<file path="src/rtl/pic_pkg.sv">
package pic_pkg;
  localparam int unsigned NUM_LINES  = 8;
  localparam int unsigned LINE_IDX_W = $clog2(NUM_LINES);
  localparam int unsigned BUS_W      = 8;
  localparam int unsigned BASE_W     = BUS_W - LINE_IDX_W;

  typedef enum logic [1:0] {
    ST_READY,
    ST_BASE,
    ST_CASC,
    ST_MODE
  } setup_st_t;

  // command field (bits 7:5) of a control write with bits 4:3 clear
  localparam logic [2:0] CMD_EOI_ANY = 3'b001;
  localparam logic [2:0] CMD_EOI_LVL = 3'b011;

  function automatic logic [LINE_IDX_W-1:0] lowest_idx(input logic [NUM_LINES-1:0] v);
    logic [LINE_IDX_W-1:0] r;
    r = '0;
    for (int i = NUM_LINES - 1; i >= 0; i--) begin
      if (v[i]) r = LINE_IDX_W'(i);
    end
    return r;
  endfunction
endpackage

</file>
<file path="src/rtl/pic_cfg_ctrl.sv">
module pic_cfg_ctrl
  import pic_pkg::*;
(
  input  logic                  clk,
  input  logic                  rst_n,
  input  logic                  wr_en,
  input  logic                  addr,
  input  logic [BUS_W-1:0]      wdata,
  output logic [NUM_LINES-1:0]  mask_q,
  output logic [BASE_W-1:0]     base_q,
  output logic                  single_q,
  output logic                  aeoi_q,
  output logic [BUS_W-1:0]      casc_q,
  output logic                  rd_isr_q,
  output logic                  setup_start,
  output logic                  eoi_any,
  output logic                  eoi_lvl,
  output logic [LINE_IDX_W-1:0] eoi_idx
);
  setup_st_t               st_q, st_n;
  logic                    need_mode_q, need_mode_n;
  logic [NUM_LINES-1:0]    mask_n;
  logic [BASE_W-1:0]       base_n;
  logic                    single_n, aeoi_n, rd_isr_n;
  logic [BUS_W-1:0]        casc_n;
  logic                    ctl_wr, dat_wr, ready;

  assign ctl_wr      = wr_en && !addr;
  assign dat_wr      = wr_en && addr;
  assign ready       = (st_q == ST_READY);
  assign setup_start = ctl_wr && wdata[4];
  assign eoi_any     = ctl_wr && ready && !wdata[4] && !wdata[3] && (wdata[7:5] == CMD_EOI_ANY);
  assign eoi_lvl     = ctl_wr && ready && !wdata[4] && !wdata[3] && (wdata[7:5] == CMD_EOI_LVL);
  assign eoi_idx     = wdata[LINE_IDX_W-1:0];

  always_comb begin
    st_n        = st_q;
    need_mode_n = need_mode_q;
    mask_n      = mask_q;
    base_n      = base_q;
    single_n    = single_q;
    aeoi_n      = aeoi_q;
    casc_n      = casc_q;
    rd_isr_n    = rd_isr_q;
    if (setup_start) begin
      st_n        = ST_BASE;
      need_mode_n = wdata[0];
      single_n    = wdata[1];
      aeoi_n      = 1'b0;
      mask_n      = '1;
      rd_isr_n    = 1'b0;
    end else if (ctl_wr && ready && wdata[3]) begin
      if (wdata[1]) rd_isr_n = wdata[0];
    end else if (dat_wr) begin
      unique case (st_q)
        ST_READY: mask_n = wdata;
        ST_BASE: begin
          base_n = wdata[BUS_W-1:LINE_IDX_W];
          if (!single_q)       st_n = ST_CASC;
          else if (need_mode_q) st_n = ST_MODE;
          else                 st_n = ST_READY;
        end
        ST_CASC: begin
          casc_n = wdata;
          st_n   = need_mode_q ? ST_MODE : ST_READY;
        end
        ST_MODE: begin
          aeoi_n = wdata[1];
          st_n   = ST_READY;
        end
        default: st_n = ST_READY;
      endcase
    end
  end

  always_ff @(posedge clk or negedge rst_n) begin
    if (!rst_n) begin
      st_q        <= ST_READY;
      need_mode_q <= 1'b0;
      mask_q      <= '1;
      base_q      <= '0;
      single_q    <= 1'b1;
      aeoi_q      <= 1'b0;
      casc_q      <= '0;
      rd_isr_q    <= 1'b0;
    end else begin
      st_q        <= st_n;
      need_mode_q <= need_mode_n;
      mask_q      <= mask_n;
      base_q      <= base_n;
      single_q    <= single_n;
      aeoi_q      <= aeoi_n;
      casc_q      <= casc_n;
      rd_isr_q    <= rd_isr_n;
    end
  end

  assert_setup_masks_R2: assert property (@(posedge clk) disable iff (!rst_n)
    setup_start |=> (mask_q == '1) && !rd_isr_q && !aeoi_q && (st_q == ST_BASE));

  assert_mask_load_R5: assert property (@(posedge clk) disable iff (!rst_n)
    dat_wr && ready |=> mask_q == $past(wdata));

  assert_base_keep_R3: assert property (@(posedge clk) disable iff (!rst_n)
    dat_wr && (st_q == ST_BASE) |=> base_q == $past(wdata[BUS_W-1:LINE_IDX_W]));
endmodule

</file>
<file path="src/rtl/pic_req_track.sv">
module pic_req_track
  import pic_pkg::*;
(
  input  logic                  clk,
  input  logic                  rst_n,
  input  logic [NUM_LINES-1:0]  lines,
  input  logic                  clr_all,
  input  logic                  take,
  input  logic [LINE_IDX_W-1:0] take_idx,
  input  logic                  set_isr,
  input  logic                  eoi_any,
  input  logic                  eoi_lvl,
  input  logic [LINE_IDX_W-1:0] eoi_idx,
  output logic [NUM_LINES-1:0]  irr_q,
  output logic [NUM_LINES-1:0]  isr_q
);
  logic [NUM_LINES-1:0] prev_q, rise, irr_n, isr_n;

  assign rise = lines & ~prev_q;

  always_comb begin
    irr_n = irr_q;
    if (take) irr_n[take_idx] = 1'b0;
    irr_n = irr_n | rise;
    if (clr_all) irr_n = '0;
  end

  always_comb begin
    isr_n = isr_q;
    if (eoi_any) isr_n[lowest_idx(isr_q)] = 1'b0;
    if (eoi_lvl) isr_n[eoi_idx] = 1'b0;
    if (take && set_isr) isr_n[take_idx] = 1'b1;
    if (clr_all) isr_n = '0;
  end

  always_ff @(posedge clk or negedge rst_n) begin
    if (!rst_n) begin
      prev_q <= '0;
      irr_q  <= '0;
      isr_q  <= '0;
    end else begin
      prev_q <= lines;
      irr_q  <= irr_n;
      isr_q  <= isr_n;
    end
  end

  assert_edge_sets_R6: assert property (@(posedge clk) disable iff (!rst_n)
    !clr_all && (rise != '0) |=> (irr_q & $past(rise)) == $past(rise));

  assert_lvl_eoi_R10: assert property (@(posedge clk) disable iff (!rst_n)
    eoi_lvl && !take && !clr_all |=> !isr_q[$past(eoi_idx)]);

  assert_isr_set_R8: assert property (@(posedge clk) disable iff (!rst_n)
    take && set_isr && !clr_all |=> isr_q[$past(take_idx)]);
endmodule

</file>
<file path="src/rtl/pic_resolver.sv">
module pic_resolver
  import pic_pkg::*;
(
  input  logic [NUM_LINES-1:0]  irr,
  input  logic [NUM_LINES-1:0]  mask,
  input  logic [NUM_LINES-1:0]  isr,
  output logic [LINE_IDX_W-1:0] win_idx,
  output logic                  req
);
  logic [NUM_LINES-1:0]  pend;
  logic [LINE_IDX_W-1:0] busy_idx;

  assign pend     = irr & ~mask;
  assign win_idx  = lowest_idx(pend);
  assign busy_idx = lowest_idx(isr);
  assign req      = (pend != '0) && ((isr == '0) || (win_idx < busy_idx));
endmodule

</file>
<file path="src/rtl/irq_prio_ctrl.sv">
module irq_prio_ctrl
  import pic_pkg::*;
(
  input  logic                  clk,
  input  logic                  rst_n,
  input  logic                  bus_wr,
  input  logic                  bus_addr,
  input  logic [BUS_W-1:0]      bus_wdata,
  output logic [BUS_W-1:0]      bus_rdata,
  input  logic [NUM_LINES-1:0]  irq_lines,
  output logic                  int_req,
  input  logic                  int_ack,
  output logic [BUS_W-1:0]      vec_out,
  output logic                  vec_valid,
  input  logic                  strap_master,
  input  logic [LINE_IDX_W-1:0] casc_in,
  output logic [LINE_IDX_W-1:0] casc_out
);
  logic [NUM_LINES-1:0]  mask_q, irr_q, isr_q;
  logic [BASE_W-1:0]     base_q;
  logic                  single_q, aeoi_q, rd_isr_q;
  logic [BUS_W-1:0]      casc_q;
  logic                  setup_start, eoi_any, eoi_lvl;
  logic [LINE_IDX_W-1:0] eoi_idx, win_idx, ack_idx;
  logic                  slave_hit, ack_here, take, to_slave, answer;
  logic [BUS_W-1:0]      vec_n;
  logic                  vec_valid_n;

  pic_cfg_ctrl u_cfg (
    .clk(clk), .rst_n(rst_n), .wr_en(bus_wr), .addr(bus_addr), .wdata(bus_wdata),
    .mask_q(mask_q), .base_q(base_q), .single_q(single_q), .aeoi_q(aeoi_q),
    .casc_q(casc_q), .rd_isr_q(rd_isr_q), .setup_start(setup_start),
    .eoi_any(eoi_any), .eoi_lvl(eoi_lvl), .eoi_idx(eoi_idx)
  );

  pic_resolver u_res (
    .irr(irr_q), .mask(mask_q), .isr(isr_q), .win_idx(win_idx), .req(int_req)
  );

  pic_req_track u_trk (
    .clk(clk), .rst_n(rst_n), .lines(irq_lines), .clr_all(setup_start),
    .take(take), .take_idx(win_idx), .set_isr(!aeoi_q),
    .eoi_any(eoi_any), .eoi_lvl(eoi_lvl), .eoi_idx(eoi_idx),
    .irr_q(irr_q), .isr_q(isr_q)
  );

  assign slave_hit = (casc_in == casc_q[LINE_IDX_W-1:0]);
  assign ack_here  = int_ack && (single_q || strap_master || slave_hit);
  assign take      = ack_here && int_req;
  assign ack_idx   = int_req ? win_idx : LINE_IDX_W'(NUM_LINES - 1);
  assign to_slave  = !single_q && strap_master && int_req && casc_q[win_idx];
  assign answer    = ack_here && !to_slave;
  assign casc_out  = to_slave ? win_idx : '0;
  assign bus_rdata = bus_addr ? mask_q : (rd_isr_q ? isr_q : irr_q);

  always_comb begin
    vec_valid_n = answer;
    vec_n       = answer ? {base_q, ack_idx} : vec_out;
  end

  always_ff @(posedge clk or negedge rst_n) begin
    if (!rst_n) begin
      vec_out   <= '0;
      vec_valid <= 1'b0;
    end else begin
      vec_out   <= vec_n;
      vec_valid <= vec_valid_n;
    end
  end

  assert_req_has_pending_R7: assert property (@(posedge clk) disable iff (!rst_n)
    int_req |-> (irr_q & ~mask_q) != '0);

  assert_vector_line_R8: assert property (@(posedge clk) disable iff (!rst_n)
    answer && int_req |=> vec_valid && (vec_out == {$past(base_q), $past(win_idx)}));

  assert_spurious_R9: assert property (@(posedge clk) disable iff (!rst_n)
    ack_here && !int_req && !setup_start && !eoi_any && !eoi_lvl
    |=> vec_valid && (vec_out[LINE_IDX_W-1:0] == '1) && (isr_q == $past(isr_q)));

  assert_slave_ignore_R12: assert property (@(posedge clk) disable iff (!rst_n)
    int_ack && !single_q && !strap_master && !slave_hit |=> !vec_valid);

  assert_valid_pulse_R8: assert property (@(posedge clk) disable iff (!rst_n)
    vec_valid |-> $past(int_ack));
endmodule

</file>
<file path="config.mk">
export PLATFORM = sky130hd
export DESIGN_NAME = irq_prio_ctrl
export DESIGN_NICKNAME = d
export VERILOG_FILES = /design/src/rtl/pic_pkg.sv /design/src/rtl/pic_cfg_ctrl.sv /design/src/rtl/pic_req_track.sv /design/src/rtl/pic_resolver.sv /design/src/rtl/irq_prio_ctrl.sv
export SDC_FILE = /design/constraint.sdc
export NUM_CORES = 1
export LEC_CHECK = 0
export BUFFER_PORTS_ARGS = -buffer_cell sky130_fd_sc_hd__buf_4
export CAP_MARGIN = 20
export CORE_ASPECT_RATIO = 0.7
export CORE_MARGIN = 1.5
export CORE_UTILIZATION = 55
export DETAILED_ROUTE_END_ITERATION = 6
export GPL_ROUTABILITY_DRIVEN = 1
export PLACE_DENSITY_LB_ADDON = 0.3
export SYNTH_ARGS = -nofsm -noshare
export SYNTH_HDL_FRONTEND = slang
export SYNTH_SLANG_ARGS = --single-unit
</file>
<file path="constraint.sdc">
create_clock -name clk -period 7.4 [get_ports clk]
set_input_delay 0.37 -clock clk [delete_from_list [all_inputs] [get_ports clk]]
set_output_delay 0.37 -clock clk [all_outputs]
set_load 0.01 [all_outputs]
</file>
After elaboration in Yosys (flattened, before gate mapping). Index checks and enable logic that the tools add are counted.

Flip-flop bits (word level): 60. Bits of input ports: 25.

Order comparisons: 7. Eq/ne operators: 7. Mux-type cells: 52. Bitwise operators: 14. Reductions and logical operators: 44.

Operator list (number): two-way mux 8 bit (12); two-way mux 3 bit (19); bitwise AND 8 bit (5); inverter 8 bit (5); logical AND 1 bit (20); bitwise OR 8 bit (2); < comparator 3 x 4 -> 1 bit, second input constant (3); two-way mux 1 bit (11); two-way mux 2 bit (5); nonzero test 2 bit (5); demux 1 bit (select 3 bit) (3); >= comparator 3 x 1 -> 1 bit, second input constant (3); AND reduction 3 bit (3); zero test 8 bit (1); AND reduction 4 bit (2); nonzero test 8 bit (1); zero test 1 bit (6); one-hot mux 2 bit (3 select lines) (1); equality test 2 bit, second input constant (2); nonzero test 4 bit (1); binary-select mux 1 bit (select 3 bit) (1); equality test 3 x 1 -> 1 bit, second input constant (1); equality test 3 x 2 -> 1 bit, second input constant (1); equality test 3 bit (1); 7 further kinds (10).

Depth between registers and ports, before layout.
Depth in word-level cells: 21. Gate-level depth with buffers: 8. Mapped depth without buffers: 8.

By module. Synthesis repeated with hierarchy kept, for this count alone.

Cell total of the unflattened synthesis: 322. Area total of the unflattened synthesis: 3382.0 µm².

By module, submodules not included: pic_cfg_ctrl (times used 1, cells an instance 105, area an instance 1216.2 µm², sequential area each 686.9 µm²); pic_req_track (times used 1, cells an instance 103, area an instance 1066.0 µm², sequential area each 600.6 µm²); irq_prio_ctrl (times used 1, cells an instance 69, area an instance 778.2 µm², sequential area each 225.2 µm²); pic_resolver (times used 1, cells an instance 45, area an instance 321.6 µm², sequential area each 0.0 µm²).

Least setup slack after synthesis. OpenSTA, ideal clock, no wires.

Path type: reg2out. Start: reg u_cfg.mask_q[4]. End: out casc_out[1]. Arrival: 2.211 ns. Setup slack: 4.819 ns. Stages on the path, launching flop included: 9. Cells stage by stage: dfstp_2 and2b_4 nor4_4 nor2_1 ha_1 o211a_1 a21oi_2 nand2_1 nor3_1.

Cells in the longest elaborated chain, start to end: 13. Elaborated cells between the ends (all ways): 16.

Ends and longest elaborated chain: start, declared (RTL line pic_cfg_ctrl.sv:9) `output logic [NUM_LINES-1:0] mask_q,`; start signal, assigned (RTL line pic_cfg_ctrl.sv:89) `mask_q <= mask_n;`; inverter 8 bit * (RTL line pic_resolver.sv:13) `assign pend = irr & ~mask;`; bitwise AND 8 bit * (RTL line pic_resolver.sv:13); two-way mux 3 bit (5 in series) (RTL line pic_pkg.sv:22) `if (v[i]) r = LINE_IDX_W'(i);`; < comparator 3 bit (RTL line pic_resolver.sv:16) `assign req = (pend != '0) && ((isr == '0) || (win_idx < busy_idx));`; logical OR 1 bit (RTL line pic_resolver.sv:16); logical AND 1 bit * (RTL line pic_resolver.sv:16); named net int_req (RTL line irq_prio_ctrl.sv:11) `output logic int_req,`; logical AND 1 bit * (2 in series) (RTL line irq_prio_ctrl.sv:51) `assign to_slave = !single_q && strap_master && int_req && casc_q[win_idx];`; two-way mux 3 bit * (RTL line irq_prio_ctrl.sv:53) `assign casc_out = to_slave ? win_idx : '0;`; end, declared (RTL line irq_prio_ctrl.sv:17) `output logic [LINE_IDX_W-1:0] casc_out`.

Mark *: on every way through the listed nets, which the timed path passes. The rest lies on a longest branch. The select of a mux whose other input is x is not followed.

Worst setup path in the final report.
Start: reg u_cfg.mask_q[3]. End: out casc_out[1].

Cells in the longest elaborated chain, start to end: 12. Elaborated cells between the ends (all ways): 15.

Ends and longest elaborated chain (RTL line): inverter 8 bit * (pic_resolver.sv:13); bitwise AND 8 bit * (pic_resolver.sv:13); two-way mux 3 bit (4 in series) (pic_pkg.sv:22); < comparator 3 bit (pic_resolver.sv:16); logical OR 1 bit (pic_resolver.sv:16); logical AND 1 bit (pic_resolver.sv:16); logical AND 1 bit (2 in series) (irq_prio_ctrl.sv:51); two-way mux 3 bit * (irq_prio_ctrl.sv:53).

Mark *: on every way between the ends. The rest lies on a longest branch, timed or not. The select of a mux whose other input is x is not followed.

==> summary.md <==
| Metric | Value |
|---|---|
| Netlist Area Pre-Place | 3221 sq um |
| Fillers | 441 |
| Total grt overflow | 0 |
| Core area | 5698 sq um |
| Vias in the first global route | 2589 |
| Largest family of logic cells by synthesized area | simple AND/OR/NAND/NOR gates |
| DR vias | 2802 |
| Worst min path class | in2async |
| Maxcap violations | 0 |
| Top Ports | 46 |
| Commonest non-fill, non-tap cell in the layout | dfrtp_1 |
| Commonest cells after routing, fill and taps aside | dfrtp_1 (51), buf_4 (45), nand2_1 (42), o21ai_0 (20), nor2_1 (16) |
| FP Rows | 23 |
| Pwr/cell area | 413.0 nW/um^2 |
| Final nets | 388 |
| HPWL after detailed placement | 6375 microns |
| Die X | 94.46 microns |
| Clk_skew | 0.006964 ns |
| First-pass GRT wire length | 13960 microns |
| Tightest Pin Transition | 0.9973 ns |
| Count of final setup violators | 0 |
| RSZ-0062 raised after global routing | false |
| Critical path's largest stage delay | 0.55 ns |
| Total power | 1.590 mW |
| Post-synthesis adder-cell area fraction | 0.3885% |
| Starting Density | 56.52% |
| Global placement routability congestion | 0.9952 |
| Synth area leaders | dfrtp_1 (40%), dfstp_2 (7.3%), nand2_1 (4.9%) |
| Distinct cells, synth | 63 |
| Setup WS pre-CTS | 4.584 ns |
| F_max | 0.3103 GHz |
| Post-route standard cell area excluding fillers | 3850 sq um |
| CTS tree | done |
| Relative slew slack | 32.94% |
| Post-Synth Simple-Gate Area | 21.29% |
| Most frequent CP cell | o211ai_1 |
| # hold bufs at CTS | 0 |
| Highest-delay cell along the critical path | dfstp_2 |
| ANT cells | 0 |
| Syn avg cell area | 10.19 sq um |
| Largest net degree at the start of global routing | 61 |
| Final ANT Viol Nets | 0 |
| Initial DRC count | 282 |
| Fin crit share | 43.56% |
| Data arrival, critical path | 2.85 ns |
| Synthesis-stage register bit count | 60 |
| Critical path startpoint category | flop |
| CP Depth | 8 |
| Finished Layout Cells | 442 |
| Multiplexer area fraction after synthesis | 9.635% |
| Post-CTS Setup Bufs | 0 |
| Worst skew pair latency | 0.34 ns |
| Register area share after synthesis | 46.97% |
| # DRC | 0 |
| GRT Total Usage | 30.82% |
| Clk pwr share | 21.8% |
| Worst Path Buf+Inv | 1 |
| Inserted Clock Buffers | 9 |
| Leakage | 1.700 nW |
| CP endpoint kind | output pin |
| Sequential Power Share | 35.4% |
| Critical path's top delay family | compound AO/OA/AOI/OAI gates |
| Synth Flop Type | dfrtp_1 |
| CP Max Fanout | 6 |
| Maximum clock path buffer count | 2 |
| Reg clk slew, reported paths | 0.07 ns |
| Data required time of the worst path | 7.03 ns |
| Setup ws final | 4.177 ns |
| Pint | 0.9661 mW |
| Xor/xnor cell area share of the yosys netlist | 0.8159% |
| Tmin final | 3.223 ns |
| Final WL | 8980 microns |
| Switching Fraction | 39.24% |
| Post_cts resized | 0 |
| DR pass1 iterations | 7 |
| Ys async rst share | 100.0% |
| Synth area leader | dfrtp_1 |
| DIE AREA | 6331 sq um |
| IO Port Bufs | 45 |
| WHS | 0.09622 ns |
| Final Hold Violating Endpoints | 0 |
| Final slew viol count | 0 |
| Drt wl/cell | 20.32 microns |
| Clock Sinks | 60 |
| Root Driver | clkbuf_8 |
| Complex-gate fraction of the synthesized area | 19.15% |
| Initial antenna violation count | 0 |
| Via density | 6.339 |
| Cells on worst reg2reg path | 8 |
| Setup tns final | 0 ns |
| Peak VDD IR | 0.1845 mV |
| Combinational fraction of design power | 42.8% |
| Post-place instance area | 3615 sq um |
| Placed insts | 426 |
| H-tree levels | 3 |
| Crit Path Category | reg2out |
| Switching power | 0.6240 mW |
| Synthesized instance count | 316 |
| Post-synth EDFFs | 0 |
| Area growth syn-to-layout | 19.54% |
| Top-area cell type share of the netlist area | 39.63% |
| Yosys warning total | 0 |
| Mapped Nets | 342 |
| Worst path cell trace | and2b_1, o211ai_1, o21a_1, o211ai_1, a211oi_2, nand2_1, nor3_1, buf_4 |
| Status | completed |
| Die H | 67.03 microns |
| Layout cells sized above 1 | 29.70% |
| Finished Core Util | 67.57% |
## power groups by stage
stage                     Sequential [mW]  Combinational, mW  Clock, mW
after floorplan                     0.525              0.459          0
after global placement              0.558              0.657          0
after detailed placement            0.561              0.660          0
after CTS                           0.558              0.665      0.350
after global routing                0.572              0.730      0.365
final                               0.563              0.681      0.346
## cells in the mapped netlist, types with 2 or more instances
cell,n
dfrtp_1,51
nand2_1,42
o21ai_0,20
nor2_1,16
a21oi_1,14
nand2b_1,14
mux2_2,12
nand3_1,12
clkbuf_1,10
mux2i_1,10
dfstp_2,9
o211ai_1,9
nor3_1,8
o31ai_1,6
a211oi_1,5
inv_1,5
mux2_4,5
nand3b_1,4
nor2b_1,4
nand4_1,3
xor2_1,3
a211o_2,2
a21o_1,2
a22o_1,2
and2b_1,2
and2b_2,2
nor3_2,2
o21a_1,2
o22ai_1,2
o22ai_2,2
o32ai_1,2
or2_2,2
or3_1,2
## final cells by class
class,instances,area (sq um),area share [%]
clock buffers,12,165.2,4.290
clock inverters,4,70.07,1.820
inverters,5,18.77,0.4875
multi-input cells,241,1652,42.90
flip-flops and latches,60,1513,39.29
well taps,75,93.84,2.437
repair buffers,45,337.8,8.775
## state kept, by name, summed over array words and instances, names as in the netlist
name               cells
vec_valid              1
u_cfg.mask_q           8
u_trk.isr_q            8
u_trk.irr_q            8
u_trk.prev_q           8
u_cfg.rd_isr_q         1
u_cfg.single_q         1
u_cfg.base_q           5
u_cfg.need_mode_q      1
u_cfg.casc_q           8
u_cfg.aeoi_q           1
u_cfg.st_q             2
vec_out                8
## final timing paths
path	end	startpoint	slack, ns
max	casc_out[1]	u_cfg.mask_q[3]	4.18
min	vec_out[6]	rst_n	0.1
max reg2reg	u_trk.irr_q[0]	u_cfg.mask_q[6]	4.56
min reg2reg	vec_out[0]	vec_out[0]	0.50
max in group asynchronous	u_trk.irr_q[7]	rst_n	6.80
min in group clk	u_trk.prev_q[1]	irq_lines[1]	0.14
## routing by layer
metal	vias up	wire length, microns	global-route usage, %	share of wire, %
li1	1253	-	-	-
met1	1364	4178	44.91	47
met2	160	3817	44.24	43
met3	25	832	9.475	9.3
met4	0	152	7.649	1.7
met5	-	0	0	0
## cells by family after synthesis
group	after synthesis
muxes	27
AOI/OAI and AO/OA	85
DFF	60
buffers and inverters	15
xor gates and xnor gates	3
adders and majority gates	1
and+or+nand+nor	125
No activity file was read; power rests on OpenSTA's default activity.
